<file path="src/rtl/stepper_xlat.sv">
module stepper_xlat #(
  parameter int HOME_IDX = 4
) (
  input  logic       clk,
  input  logic       rst_n,
  input  logic       step_in,
  input  logic       dir_in,
  input  logic [1:0] res_sel,
  input  logic       en_in,
  input  logic       sleep_in,
  output logic [3:0] mag_a,
  output logic       pol_a,
  output logic [3:0] mag_b,
  output logic       pol_b,
  output logic       at_home
);
  localparam logic [4:0] HOME = 5'(HOME_IDX);

  logic [2:0] sync_q;
  logic [4:0] idx;
  logic [4:0] base;
  logic [4:0] incr;
  logic       step_rise;

  function automatic logic [3:0] qwave(input logic [3:0] k);
    case (k)
      4'd0: qwave = 4'd0;
      4'd1: qwave = 4'd3;
      4'd2: qwave = 4'd6;
      4'd3: qwave = 4'd8;
      4'd4: qwave = 4'd11;
      4'd5: qwave = 4'd12;
      4'd6: qwave = 4'd14;
      default: qwave = 4'd15;
    endcase
  endfunction

  always_ff @(posedge clk or negedge rst_n)
    if (!rst_n) sync_q <= '0;
    else        sync_q <= {sync_q[1:0], step_in};

  assign step_rise = sync_q[1] & ~sync_q[2];

  always_comb begin
    case (res_sel)
      2'b00:   base = {idx[4:3], 3'b100};
      2'b01:   base = {idx[4:2], 2'b00};
      2'b10:   base = {idx[4:1], 1'b0};
      default: base = idx;
    endcase
    incr = 5'd8 >> res_sel;
  end

  always_ff @(posedge clk or negedge rst_n)
    if (!rst_n)             idx <= HOME;
    else if (!sleep_in) begin
      if (step_rise)        idx <= dir_in ? base + incr : base - incr;
      else                  idx <= base;
    end

  logic [3:0] fwd_k, rev_k;
  assign fwd_k = {1'b0, idx[2:0]};
  assign rev_k = 4'd8 - fwd_k;

  logic live;
  assign live    = en_in & ~sleep_in;
  assign mag_a   = live ? qwave(idx[3] ? rev_k : fwd_k) : 4'd0;
  assign mag_b   = live ? qwave(idx[3] ? fwd_k : rev_k) : 4'd0;
  assign pol_a   = ~idx[4];
  assign pol_b   = ~(idx[4] ^ idx[3]);
  assign at_home = (idx == HOME);
endmodule


</file>
<file path="config.mk">
export PLATFORM = sky130hd
export DESIGN_NAME = stepper_xlat
export DESIGN_NICKNAME = d
export VERILOG_FILES = /design/src/rtl/stepper_xlat.sv
export SDC_FILE = /design/constraint.sdc
export NUM_CORES = 1
export LEC_CHECK = 0
export BUFFER_PORTS_ARGS = -buffer_cell sky130_fd_sc_hd__clkbuf_2
export CORE_MARGIN = 5
export CORE_UTILIZATION = 50
export CTS_CLUSTER_DIAMETER = 80
export DETAILED_ROUTE_END_ITERATION = 16
export HOLD_SLACK_MARGIN = 0.05
export PLACE_DENSITY = 0.69
export SLEW_MARGIN = 20
export SYNTH_ARGS = -nofsm -noshare
export SYNTH_HDL_FRONTEND = slang
export SYNTH_SLANG_ARGS = --single-unit
</file>
<file path="constraint.sdc">
create_clock -name clk -period 4.6 [get_ports clk]
set_input_delay 1.38 -clock clk [delete_from_list [all_inputs] [get_ports clk]]
set_output_delay 1.38 -clock clk [all_outputs]
set_load 0.05 [all_outputs]
</file>
# ---- Word-level counts from Yosys, hierarchy flattened
# Cells that the tools add are included.
dict set report word_totals {
  regBits 8
  word_cells 40
}
dict set report op_classes {
  reduce_logical 3
  eq_ne 15
  shifts 1
  bitwise 7
  mux 9
  add_sub_neg 3
}
# operator n
set ops {}
lappend ops {{one-hot mux 4 bit (7 select lines)} 2}
lappend ops {{equality test 4 x 3 -> 1 bit, second input constant} 6}
lappend ops {{equality test 4 x 2 -> 1 bit, second input constant} 4}
lappend ops {{2-to-1 mux 4 bit} 4}
lappend ops {{2-to-1 mux 5 bit} 2}
lappend ops {{one-hot mux 3 bit (3 select lines)} 1}
lappend ops {{equality test 4 x 1 -> 1 bit, second input constant} 2}
lappend ops {{zero test 4 bit} 2}
lappend ops {{adder 5 bit} 1}
lappend ops {{equality test 5 x 3 -> 1 bit, second input constant} 1}
lappend ops {{>> shifter 4 x 2 -> 5 bit, first input constant} 1}
lappend ops {{subtractor 5 bit} 1}
lappend ops {{NOT 1 bit} 4}
lappend ops {{subtractor 4 x 3 -> 4 bit, first input constant} 1}
lappend ops {{AND 1 bit} 2}
lappend ops {{equality test 2 x 1 -> 1 bit, second input constant} 1}
lappend ops {{equality test 2 bit, second input constant} 1}
lappend ops {{zero test 2 bit} 1}
lappend ops {{XOR 1 bit} 1}

# ---- Longest topological paths before layout
dict set report logic_depth {
  depth_word 5
  depth_mapped 12
}

# ---- Worst setup path after synthesis
# No wires, ideal clock.
dict set report synth_path {
  path_type {in2out}
  from {input sleep_in}
  to {output mag_b[1]}
  required_time_ps 3220
  path_slack_ps 751
  path_stages 3
  arrival_time_ps 2469
  cell_sequence {inv_1 > nand2_1 > a41oi_1}
}
dict set report synth_via {
  elab_chain_cells 3
}
# item line_no
set synth_lines {}
lappend synth_lines {{from (decl)} 10} ;# input logic sleep_in,
lappend synth_lines {{NOT 1 bit} 66} ;# assign live = en_in & ~sleep_in;
lappend synth_lines {{AND 1 bit} 66}
lappend synth_lines {{2-to-1 mux 4 bit} 68} ;# assign mag_b = live ? qwave(idx[3] ? fwd_k : rev_k) : 4'd0;
lappend synth_lines {{to (decl)} 13} ;# output logic [3:0] mag_b,
# Every way passes these cells.

# ---- Worst setup path after layout
dict set report layout_path {
  from {register idx[0]}
  to {output mag_a[1]}
}
dict set report layout_via {
  elab_chain_cells 5
  word_cells_on_any_way 11
  cone_classes {add/sub (1); eq/ne (6); mux (3); reduce/logical (1)}
}
# item line_no
set layout_lines {}
lappend layout_lines {{from (decl)} 20} ;# logic [4:0] idx;
lappend layout_lines {{from (signal assigned)} 57} ;# if (step_rise) idx <= dir_in ? base + incr : base - incr;
lappend layout_lines {{from (signal assigned)} 58} ;# else idx <= base;
lappend layout_lines {{subtractor 4 x 3 -> 4 bit} 63} ;# assign rev_k = 4'd8 - fwd_k;
lappend layout_lines {{2-to-1 mux 4 bit *} 67} ;# assign mag_a = live ? qwave(idx[3] ? rev_k : fwd_k) : 4'd0;
lappend layout_lines {{equality test 4 x 3 -> 1 bit (tied with other cells)} 26} ;# case (k)
lappend layout_lines {{one-hot mux 4 bit (7 select lines) *} 26}
lappend layout_lines {{2-to-1 mux 4 bit *} 67}
lappend layout_lines {{to (decl)} 11} ;# output logic [3:0] mag_a,
# Mark *: on every way between the ends. The rest lies on a longest branch, timed or not.

==> results.json <==
{
  "async_reset_ff_share_pct": 100,
  "cts_buffers": 3,
  "routed_wirelength_mm": 2.55,
  "ys_types": 45,
  "drt_iter0_markers": 43,
  "cts_max_level": 1,
  "grt_pass1_wl_mm": 4.34,
  "dr.pass1.iters": 6,
  "layout_setup_ws_ns": 0.662,
  "post-route-period-util_pct": 85.6,
  "p_sw_mw": 0.303,
  "slew_headroom_pct": 63.1,
  "clkPwrFrac_pct": 10.8,
  "cts_setup_buffers": 0,
  "grt_use_total_pct": 16.4,
  "syn_inst": 144,
  "drtAntennaViolNets": 0,
  "finalClockSkew_ns": 0.000153,
  "io_pins": 19,
  "arrival_ns": 2.56,
  "ys_ff_latch": 8,
  "grt_pass1_vias": 1050,
  "cts_buffer_depth": 2,
  "gp_congestion": 0.826,
  "finalHoldViolCount": 0,
  "maxSlewViolCount": 0,
  "synth_area_per_cell_um2": 7.39,
  "fillers": 208,
  "nNetsFinal": 176,
  "num_vias": 1073,
  "holdBufCountCts": 0,
  "setup_tns_ns": 0,
  "p_leak_nw": 0.537,
  "via_per_inst": 5.77,
  "diodes": 0,
  "cts_root_buffer": "clkbuf_4",
  "netlist_area_um2": 1060,
  "cts_tree": "done",
  "cts.sinks": 8,
  "synth_warnings": 0,
  "intPower_mw": 0.244,
  "initial_core_util_pct": 53.2,
  "dieArea_um2": 3150,
  "io_buffers": 18,
  "synthFlopType": "dfrtp_1",
  "path_class": "reg -> out",
  "p_seq_share_pct": 23.5,
  "swShare_pct": 55.4,
  "worst_pin_slew_ns": 0.554,
  "period_minus_slack_ns": 3.94,
  "critPathCaptureType": "output port",
  "die_h_um": 56.1,
  "fin_util_pct": 58.4,
  "syn_nets": 160,
  "cap_violations": 0,
  "clkTransAtPathRegs_ns": 0.06,
  "cp_max_fo": 9,
  "core-area_um2": 2000,
  "overflow": 0,
  "status": "completed",
  "fmax_ghz": 0.254,
  "drive_gt1_share_pct": 18.2,
  "setup_viol": 0,
  "vdd_ir_drop_max_v": 0.000383,
  "pre_cts_slack_ns": 0.920,
  "hpwl_mm": 2.05,
  "num_rows": 16,
  "p_comb_share_pct": 65.6,
  "die_w_um": 56.1,
  "worstSetupStartpointType": "register",
  "powerDensity_nw_per_um2": 468,
  "route.detailed.drc": 0,
  "hp-class": "reg -> reg",
  "antenna_found_initial": 0,
  "synth_edf_count": 0,
  "wl_per_cell_um": 13.7,
  "yosysSeqAreaShare_pct": 18.9,
  "clk_latency_ns": 0.25,
  "cp.required_ns": 3.22,
  "area_growth_pct": 9.75,
  "cts_resized": 0,
  "rsz0062_at_grt": "no",
  "grt_max_degree": 18
}
## metal layers
layer | GRT usage [%] | part of all wire [%]
met5 | 0 | 0
met2 | 30.2 | 49
met3 | 3.48 | 7.0
met1 | 19.0 | 44
met4 | 4.41 | 0.47
## cells in the final DEF (no fill, tap or decap), types with 5 or more instances in the layout
cell type | synthesis | layout
nor2b_1 | 5 | 5
a21oi_1 | 10 | 10
clkbuf_2 | 0 | 18
inv_1 | 12 | 12
nand2b_1 | 7 | 7
o21ai_0 | 9 | 9
nor2_1 | 7 | 7
nand3_1 | 6 | 6
ha_1 | 7 | 7
o21ai_1 | 5 | 5
nand2_1 | 18 | 18
dfrtp_1 | 7 | 7
## cell usage after synthesis (2+ instances only)
master / instances / area [um2]
a21o_1: 2 / 15.0
a21oi_1: 10 / 50.1
a31oi_1: 2 / 12.5
buf_2: 4 / 20.0
buf_6: 2 / 22.5
dfrtp_1: 7 / 175
ha_1: 7 / 87.6
inv_1: 12 / 45.0
mux2i_1: 2 / 20.0
nand2_1: 18 / 67.6
nand2b_1: 7 / 43.8
nand3_1: 6 / 30.0
nor2_1: 7 / 26.3
nor2b_1: 5 / 31.3
nor3_1: 2 / 10.0
o21a_1: 2 / 15.0
o21ai_0: 9 / 45.0
o21ai_1: 5 / 25.0
o22ai_1: 4 / 25.0
o31ai_1: 2 / 15.0
or2_1: 3 / 18.8
xnor2_1: 3 / 26.3
## area by class of cell
class	count	area (um2)	area share (%)
sequential	8	201	17.2
inverter	12	45.0	3.85
timing repair buffer	18	90.1	7.71
clock buffer	4	26.3	2.25
multi-input combinational	117	772	66.1
tap	27	33.8	2.89
## critical path, stage by stage, from the launching register on
cell	delay (ns)
dfrtp_1	0.46
inv_1	0.19
ha_1	0.34
nor2b_1	0.12
o22a_4	0.25
a211o_1	0.29
a21o_1	0.19
a41oi_2	0.16
clkbuf_2	0.30
## per-stage QoR
step	power, mW	cell area, um2	hold WS (ns)	cells
floorplan	0.418	1060	0.331	144
global placement	0.483	1140	0.338	182
detailed placement	0.487	1140	0.337	182
CTS	0.547	1170	0.350	186
global route	0.589	1170	0.370	186
finish	0.547	1170	0.352	186
## sequential cells by signal, summed over array words and instances (netlist names)
name	count
sync_q	3
idx	5
## path summary, 6_finish.rpt
kind,slack (ns),to,from,depth (start not counted)
min in group asynchronous,0.96,idx[1],rst_n,1
worst min register to register,0.35,sync_q[1],sync_q[0],0
worst min-delay path,0.35,sync_q[1],sync_q[0],0
worst max register to register,2.46,idx[4],idx[0],10
worst max-delay path,0.66,mag_a[1],idx[0],8
max in group asynchronous,3.40,idx[2],rst_n,1
## cell families after synthesis
group	synth area share (%)
AO/OA/AOI/OAI	30.4
XOR/XNOR	2.47
adder cells (fa/ha/maj)	10.1
buffers and inverters	8.58
flip-flops	18.9
multiplexers	2.94
AND/OR/NAND/NOR	26.6
## power groups by stage
stage / clock, mW / combinational [mW] / sequential, mW
final: 0.0593 / 0.359 / 0.129
after global routing: 0.0649 / 0.391 / 0.133
after CTS: 0.0599 / 0.359 / 0.128
after detailed placement: 0 / 0.358 / 0.130
after global placement: 0 / 0.354 / 0.130
after floorplan: 0 / 0.316 / 0.101
Power figures use the tool's default switching activity.
